**config.mk**
```make
export PLATFORM = sky130hd
export DESIGN_NAME = ctmr_top
export DESIGN_NICKNAME = d
export VERILOG_FILES = /design/src/rtl/ctmr_pkg.sv /design/src/rtl/ctmr_tick_gen.sv /design/src/rtl/ctmr_channel.sv /design/src/rtl/ctmr_top.sv
export SDC_FILE = /design/constraint.sdc
export NUM_CORES = 1
export LEC_CHECK = 0
export BUFFER_PORTS_ARGS = -buffer_cell sky130_fd_sc_hd__buf_2
export CORE_AREA = 2 2 128 155
export DETAILED_ROUTE_END_ITERATION = 16
export DIE_AREA = 0 0 130 157
export PLACE_DENSITY = 0.84
export SLEW_MARGIN = 20
export SYNTH_ARGS = -nofsm -noshare
export SYNTH_HDL_FRONTEND = slang
export SYNTH_SLANG_ARGS = --single-unit
```
**constraint.sdc**
```tcl
create_clock -name clk -period 3.9 [get_ports clk]
set_input_delay 0.585 -clock clk [delete_from_list [all_inputs] [get_ports clk]]
set_output_delay 0.585 -clock clk [all_outputs]
set_load 0.05 [all_outputs]
```
**src/rtl/ctmr_pkg.sv**
```systemverilog
package ctmr_pkg;

  typedef enum logic [1:0] {
    MODE_ONCE = 2'd0,
    MODE_LOOP = 2'd1,
    MODE_RSVD = 2'd2,
    MODE_FREE = 2'd3
  } ctmr_mode_e;

  // word index inside a channel window (addr[3:2])
  localparam logic [1:0] WORD_CTRL = 2'd0;
  localparam logic [1:0] WORD_TSEL = 2'd1;
  localparam logic [1:0] WORD_CNT  = 2'd2;
  localparam logic [1:0] WORD_CMP  = 2'd3;

  // word index inside the global window
  localparam logic [1:0] WORD_IEN  = 2'd0;
  localparam logic [1:0] WORD_PEND = 2'd2;

  // control fields
  localparam int CTL_RUN_BIT  = 0;
  localparam int CTL_CLR_BIT  = 1;
  localparam int CTL_MODE_LSB = 4;

  // tick-select fields
  localparam int TS_DIV_BIT = 0;
  localparam int TS_SRC_BIT = 4;

endpackage

```
**src/rtl/ctmr_tick_gen.sv**
```systemverilog
module ctmr_tick_gen (
  input  logic clk,
  input  logic rst_n,
  input  logic fast_tick,
  input  logic slow_tick,
  input  logic src_slow,
  input  logic div2,
  input  logic run,
  input  logic phase_rst,
  output logic step
);

  logic sel_tick;
  logic phase_q;
  logic phase_d;

  assign sel_tick = src_slow ? slow_tick : fast_tick;
  assign step     = run && sel_tick && (!div2 || phase_q);

  always_comb begin
    phase_d = phase_q;
    if (phase_rst) begin
      phase_d = 1'b0;
    end else if (run && sel_tick && div2) begin
      phase_d = ~phase_q;
    end
  end

  always_ff @(posedge clk or negedge rst_n) begin
    if (!rst_n) begin
      phase_q <= 1'b0;
    end else begin
      phase_q <= phase_d;
    end
  end


  div_phase_chk: assert property (@(posedge clk) disable iff (!rst_n)
    (div2 && step) |=> !phase_q);

endmodule

```
**src/rtl/ctmr_channel.sv**
```systemverilog
module ctmr_channel
  import ctmr_pkg::*;
#(
  parameter int CNT_W = 32
) (
  input  logic             clk,
  input  logic             rst_n,
  input  logic             fast_tick,
  input  logic             slow_tick,
  input  logic             wr_ctrl,
  input  logic             wr_tsel,
  input  logic             wr_cmp,
  input  logic [CNT_W-1:0] wdata,
  output logic [CNT_W-1:0] ctrl_rd,
  output logic [CNT_W-1:0] tsel_rd,
  output logic [CNT_W-1:0] cnt_rd,
  output logic [CNT_W-1:0] cmp_rd,
  output logic             hit_o
);

  logic             run_q, run_d;
  ctmr_mode_e       mode_q, mode_d;
  logic             src_q, div_q;
  logic [CNT_W-1:0] cnt_q, cnt_d;
  logic [CNT_W-1:0] cmp_q;
  logic [CNT_W-1:0] cnt_inc;
  logic             run_now;
  logic             clr_req;
  logic             step;
  logic             hit;

  assign run_now = run_q && !wr_ctrl && !wr_tsel;
  assign clr_req = wr_ctrl && wdata[CTL_CLR_BIT];

  ctmr_tick_gen u_tick (
    .clk       (clk),
    .rst_n     (rst_n),
    .fast_tick (fast_tick),
    .slow_tick (slow_tick),
    .src_slow  (src_q),
    .div2      (div_q),
    .run       (run_now),
    .phase_rst (clr_req || wr_tsel),
    .step      (step)
  );

  assign cnt_inc = cnt_q + 1'b1;
  assign hit     = step && (mode_q != MODE_FREE) && (cnt_inc == cmp_q);

  always_comb begin
    run_d  = run_q;
    mode_d = mode_q;
    cnt_d  = cnt_q;
    if (wr_ctrl) begin
      run_d  = wdata[CTL_RUN_BIT];
      mode_d = ctmr_mode_e'(wdata[CTL_MODE_LSB +: 2]);
      if (wdata[CTL_CLR_BIT]) begin
        cnt_d = '0;
      end
    end else if (step) begin
      if (hit) begin
        if (mode_q == MODE_LOOP) begin
          cnt_d = '0;
        end else begin
          cnt_d = cnt_inc;
          run_d = 1'b0;
        end
      end else begin
        cnt_d = cnt_inc;
      end
    end
  end

  always_ff @(posedge clk or negedge rst_n) begin
    if (!rst_n) begin
      run_q  <= 1'b0;
      mode_q <= MODE_ONCE;
      cnt_q  <= '0;
    end else begin
      run_q  <= run_d;
      mode_q <= mode_d;
      cnt_q  <= cnt_d;
    end
  end

  always_ff @(posedge clk or negedge rst_n) begin
    if (!rst_n) begin
      src_q <= 1'b0;
      div_q <= 1'b0;
    end else if (wr_tsel) begin
      src_q <= wdata[TS_SRC_BIT];
      div_q <= wdata[TS_DIV_BIT];
    end
  end

  always_ff @(posedge clk or negedge rst_n) begin
    if (!rst_n) begin
      cmp_q <= '0;
    end else if (wr_cmp) begin
      cmp_q <= wdata;
    end
  end

  always_comb begin
    ctrl_rd = '0;
    ctrl_rd[CTL_RUN_BIT]       = run_q;
    ctrl_rd[CTL_MODE_LSB +: 2] = mode_q;
    tsel_rd = '0;
    tsel_rd[TS_SRC_BIT] = src_q;
    tsel_rd[TS_DIV_BIT] = div_q;
  end

  assign cnt_rd = cnt_q;
  assign cmp_rd = cmp_q;
  assign hit_o  = hit;


  once_stop_chk: assert property (@(posedge clk) disable iff (!rst_n)
    (hit && mode_q != MODE_LOOP) |=> (!run_q && cnt_q == $past(cmp_q)));


  loop_reload_chk: assert property (@(posedge clk) disable iff (!rst_n)
    (hit && mode_q == MODE_LOOP) |=> (cnt_q == '0 && run_q));


  free_wrap_chk: assert property (@(posedge clk) disable iff (!rst_n)
    (step && mode_q == MODE_FREE && cnt_q == {CNT_W{1'b1}}) |=> (cnt_q == '0));


  halt_hold_chk: assert property (@(posedge clk) disable iff (!rst_n)
    (!run_q && !wr_ctrl) |=> $stable(cnt_q));

endmodule

```
**src/rtl/ctmr_top.sv**
```systemverilog
module ctmr_top
  import ctmr_pkg::*;
#(
  parameter int NUM_CH = 2,
  parameter int ADDR_W = 8,
  parameter int DATA_W = 32
) (
  input  logic              clk,
  input  logic              rst_n,
  input  logic              bus_sel,
  input  logic              bus_wr,
  input  logic [ADDR_W-1:0] bus_addr,
  input  logic [DATA_W-1:0] bus_wdata,
  output logic [DATA_W-1:0] bus_rdata,
  input  logic              fast_tick,
  input  logic              slow_tick,
  output logic              irq
);

  localparam int RG_W = ADDR_W - 4;

  logic [RG_W-1:0]   region;
  logic [1:0]        word;
  logic              aligned;
  logic              wr_go;
  logic              rd_go;
  logic              ien_wr;
  logic              ack_wr;
  logic [NUM_CH-1:0] ien_q;
  logic [NUM_CH-1:0] pend_q, pend_d;
  logic [NUM_CH-1:0] ack_mask;
  logic [NUM_CH-1:0] hit_vec;
  logic [DATA_W-1:0] ch_word [NUM_CH];

  assign region  = bus_addr[ADDR_W-1:4];
  assign word    = bus_addr[3:2];
  assign aligned = (bus_addr[1:0] == 2'b00);
  assign wr_go   = bus_sel && bus_wr && aligned;
  assign rd_go   = bus_sel && !bus_wr && aligned;
  assign ien_wr  = wr_go && (region == '0) && (word == WORD_IEN);
  assign ack_wr  = wr_go && (region == '0) && (word == WORD_PEND);

  for (genvar i = 0; i < NUM_CH; i++) begin : g_ch
    logic              win;
    logic [DATA_W-1:0] ctrl_rd, tsel_rd, cnt_rd, cmp_rd;

    assign win = (region == RG_W'(i + 1));

    ctmr_channel #(.CNT_W(DATA_W)) u_ch (
      .clk       (clk),
      .rst_n     (rst_n),
      .fast_tick (fast_tick),
      .slow_tick (slow_tick),
      .wr_ctrl   (wr_go && win && (word == WORD_CTRL)),
      .wr_tsel   (wr_go && win && (word == WORD_TSEL)),
      .wr_cmp    (wr_go && win && (word == WORD_CMP)),
      .wdata     (bus_wdata),
      .ctrl_rd   (ctrl_rd),
      .tsel_rd   (tsel_rd),
      .cnt_rd    (cnt_rd),
      .cmp_rd    (cmp_rd),
      .hit_o     (hit_vec[i])
    );

    always_comb begin
      case (word)
        WORD_CTRL: ch_word[i] = ctrl_rd;
        WORD_TSEL: ch_word[i] = tsel_rd;
        WORD_CNT:  ch_word[i] = cnt_rd;
        default:   ch_word[i] = cmp_rd;
      endcase
    end


    pend_src_chk: assert property (@(posedge clk) disable iff (!rst_n)
      $rose(pend_q[i]) |-> $past(hit_vec[i]));


    ack_clr_chk: assert property (@(posedge clk) disable iff (!rst_n)
      (ack_wr && bus_wdata[i] && !hit_vec[i]) |=> !pend_q[i]);


    set_wins_chk: assert property (@(posedge clk) disable iff (!rst_n)
      hit_vec[i] |=> pend_q[i]);
  end

  assign ack_mask = ack_wr ? bus_wdata[NUM_CH-1:0] : '0;

  always_comb begin
    pend_d = (pend_q & ~ack_mask) | hit_vec;
  end

  always_ff @(posedge clk or negedge rst_n) begin
    if (!rst_n) begin
      pend_q <= '0;
    end else begin
      pend_q <= pend_d;
    end
  end

  always_ff @(posedge clk or negedge rst_n) begin
    if (!rst_n) begin
      ien_q <= '0;
    end else if (ien_wr) begin
      ien_q <= bus_wdata[NUM_CH-1:0];
    end
  end

  always_comb begin
    bus_rdata = '0;
    if (rd_go) begin
      if (region == '0) begin
        if (word == WORD_IEN) begin
          bus_rdata[NUM_CH-1:0] = ien_q;
        end else if (word == WORD_PEND) begin
          bus_rdata[NUM_CH-1:0] = pend_q;
        end
      end else begin
        for (int i = 0; i < NUM_CH; i++) begin
          if (region == RG_W'(i + 1)) begin
            bus_rdata = ch_word[i];
          end
        end
      end
    end
  end

  assign irq = |(pend_q & ien_q);


  irq_mask_chk: assert property (@(posedge clk) disable iff (!rst_n)
    (ien_wr && bus_wdata[NUM_CH-1:0] == '0) |=> !irq);

endmodule

```
==> results by group <==
STA
  – Time the final worst path needs with I/O delays and setup: between 3 and 4 ns
  – Fin Setup TNS: 0 ns
  – Unrepaired setup endpoints after global routing: false
  – Final-report setup violation count: 0
  – Number of hold violations in the final report: 0
  – Max Fclk: between 0.2 and 0.3 GHz
  – Part of the cycle the worst path needs: just over 90%
  – Transition time at the pin with the least slew margin: 0.964 ns
  – Clock skew after layout: ~0.011 ns
  – Number of pins with negative max-slew slack in the final report: 0
  – Worst slew margin: around 36%

Final layout
  – Final standard cell utilization of the core: 62.6%
  – Area of combinational cells with multiple inputs: around 6400 µm²
  – Synth-to-Final Area Change: 12.6%
  – Fin nets: 1235
  – Final instance count without filler cells: around 1.5k
  – Fillers: 1528
  – Register cell area after layout: 3600 µm²
  – Share of layout cells above drive strength 1: 22.3%

Clock tree
  – TritonCTS buffer count: 17
  – Clock root buffer master: clkbuf_16
  – Number of clock sinks seen by CTS: ~140
  – Clock slew at the register clock pins of the worst setup and hold paths: roughly 0.070 ns
  – Insertion delay of the later-clocked pin in the worst-skew pair: around 0.44 ns
  – Post-CTS sizing: 0
  – Postcts setup bufs: 0
  – Clock tree from TritonCTS: yes
  – Depth of the CTS H-tree: 4
  – Max Root-Sink Buffers: 2
  – Number of buffers added to fix hold violations after cts: 0

Worst setup path
  – Worst-case register-to-register setup slack: between 0.3 and 0.4 ns
  – Critical setup path kind: reg -> reg
  – Sort of element at the end of the critical path: flop
  – Crit path max-delay cell type: dfrtp_1
  – Family with the most delay on the worst path: compound AO/OA/AOI/OAI gates
  – Critical path required time: ~4.3 ns
  – Type of element launching the critical path: flop
  – Arrival time worst endpoint: roughly 4 ns
  – Cell breakdown of the critical path: ha_1 > and4_1 > nand3_1 > buf_4 > nor3_1 > a2bb2oi_1 > o21ai_0 > a21oi_1 > nor4_4 > buf_12 > o311ai_0 > o21a_1
  – Critical-path maximum fanout: approximately 60
  – Critical Path Max Stage Delay: 0.49 ns
  – Buffers plus inverters on the worst setup path: 2

GRT
  – Overall fraction of global-route tracks in use: 31.4%
  – Antenna violations before repair: 2
  – Overflow left after global routing: 0
  – Via count of the first global-routing pass: between 9k and 10k
  – Largest net degree at the start of global routing: 92
  – Wire length of the first global-routing pass: a little under 50000 µm

Outcome
  – Result of the run: completed

Placed design
  – Number of cells after detailed placement: roughly 1.4k
  – Total half-perimeter wirelength after legalization and detailed placement: approximately 23000 µm
  – Port-buffer cells: 78
  – Global placer's final weighted congestion: ~1

Die
  – X dimension of the die: around 130 µm
  – Ports: between 70 and 80
  – Die extent in y: between 150 and 200 µm
  – Area enclosed by the die boundary: slightly above 20000 µm²
  – Number of placement rows: 55
  – Area of the core region: 18800 µm²
  – Starting utilization of the core area: 55.6%

Run
  – Max cap viols: 0

Yosys
  – Main area contributors after synthesis: dfrtp_1 (35%), mux2_2 (8.5%), mux2i_1 (6.6%)
  – Post-synthesis async set-or-reset flop share: 100%
  – Number of synthesized flops with an enable pin: 0
  – Syn avg cell area: about 9.2 µm²
  – Number of nets in the synthesized netlist: ~1.2k
  – Count of mapped cells out of synthesis: between 1k and 1.5k
  – Count of synthesis-stage warnings from yosys: 0
  – Leading cell types by count after synthesis: dfrtp_1 (144), nand2_1 (104), mux2_2 (79)
  – Sequential share of the synthesized area: about a third
  – Most common cell in the netlist: dfrtp_1
  – Area fraction of the dominant cell type after synthesis: 34.5%
  – Cell taking the most area after synthesis: dfrtp_1
  – Yosys cell types: 78
  – Flip-flop cell with the highest count after synthesis: dfrtp_1
  – Synthesis-stage register bit count: around 140
  – Cell Area, Synth: 10400 µm²

Pwr
  – VDD IR max: between 300 and 400 µV
  – Leak Pwr: between 5 and 6 nW
  – Power density over the cells: between 300 and 400 nW/µm²

Route
  – Via count: slightly below 10k
  – TritonRoute pass-1 iters: 11
  – Vias per cell: roughly 6.6
  – DRT antenna net count: 0
  – Final routed wire length divided by cell count: 21.5 µm
  – Drc violations: 0
  – First DRT Iteration DRCs: 884
  – Total wirelength of the detailed-routed design: about 31000 µm

Hold path
  – Hold Crit Class: in -> async
## metrics by stage
step / instance area, µm² / worst slack (ns) / hold slack [ns] / power [mW]
floorplan: 10400 / 0.522 / 0.289 / 1.89
global placement: 11200 / 0.282 / 0.475 / 2.07
detailed placement: 11200 / 0.261 / 0.489 / 2.08
CTS: 11700 / 0.247 / 0.273 / 3.64
global route: 11800 / 0.0896 / 0.305 / 3.76
finish: 11800 / 0.313 / 0.238 / 3.65
## sequential cells by signal, summed over array words and instances, names as in the netlist
name,cells
g_ch.u_ch.cnt_rd,64
pend_q,2
g_ch.u_ch.mode_q,4
g_ch.u_ch.u_tick.phase_q,2
g_ch.u_ch.cmp_rd,64
ien_q,2
g_ch.u_ch.run_q,2
g_ch.u_ch.div_q,2
g_ch.u_ch.src_q,2
## placed cells by master (no fill, tap or decap), types with 21 or more instances in the layout
cell       n
a21oi_1   33
buf_2     76
buf_4     47
dfrtp_1  144
mux2_2    79
mux2i_1   69
nand2_1  104
nand3_1   40
nand4_1   32
nor2_1    76
nor3_1    31
nor4_1    34
o21a_1    21
o21ai_0   36
o22a_1    28
xnor2_1   62
xor2_1    32
## routing by layer
layer,up-vias,routed length (µm),global-route usage [%]
li1,4332,-,-
met1,4688,12700,42.1
met2,499,14900,48.8
met3,104,2280,4.96
met4,0,1540,17.2
met5,-,0,0
## power breakdown
part	switching, mW	internal [mW]
Combinational	0.252	0.191
Sequential	0.0756	1.54
Clock	0.679	0.908
## final timing paths
check / startpoint / to / cells after the start
setup / recovery: g_ch[1].u_ch.cnt_rd[0] / g_ch[1].u_ch.cnt_rd[30] / 12
hold / removal: rst_n / g_ch[0].u_ch.src_q / 1
setup reg to reg: g_ch[1].u_ch.cnt_rd[0] / g_ch[1].u_ch.cnt_rd[30] / 12
hold reg to reg: g_ch[1].u_ch.u_tick.phase_q / g_ch[1].u_ch.u_tick.phase_q / 1
max in group asynchronous: rst_n / g_ch[0].u_ch.cmp_rd[27] / 2
min in group clk: bus_wdata[30] / g_ch[1].u_ch.cmp_rd[30] / 2
## kinds of logic after synthesis
group           share of synthesized area, %
simple gates                            20.8
compound gates                          15.9
mux                                     16.0
flops                                   34.5
buf+inv                                 4.65
xor+xnor                                7.89
fa+ha+maj                              0.240
## final cells by class
cell class / instances / area share [%]
Inverter: 11 / 0.351
Multi-Input combinational cell: 885 / 54.4
Clock buffer: 19 / 3.85
Timing Repair Buffer: 128 / 7.01
Antenna cell: 2 / 0.0426
Tap cell: 256 / 2.72
Sequential cell: 144 / 30.7
Clock inverter: 13 / 0.969
Note: power is estimated with default switching activity, not from simulation.
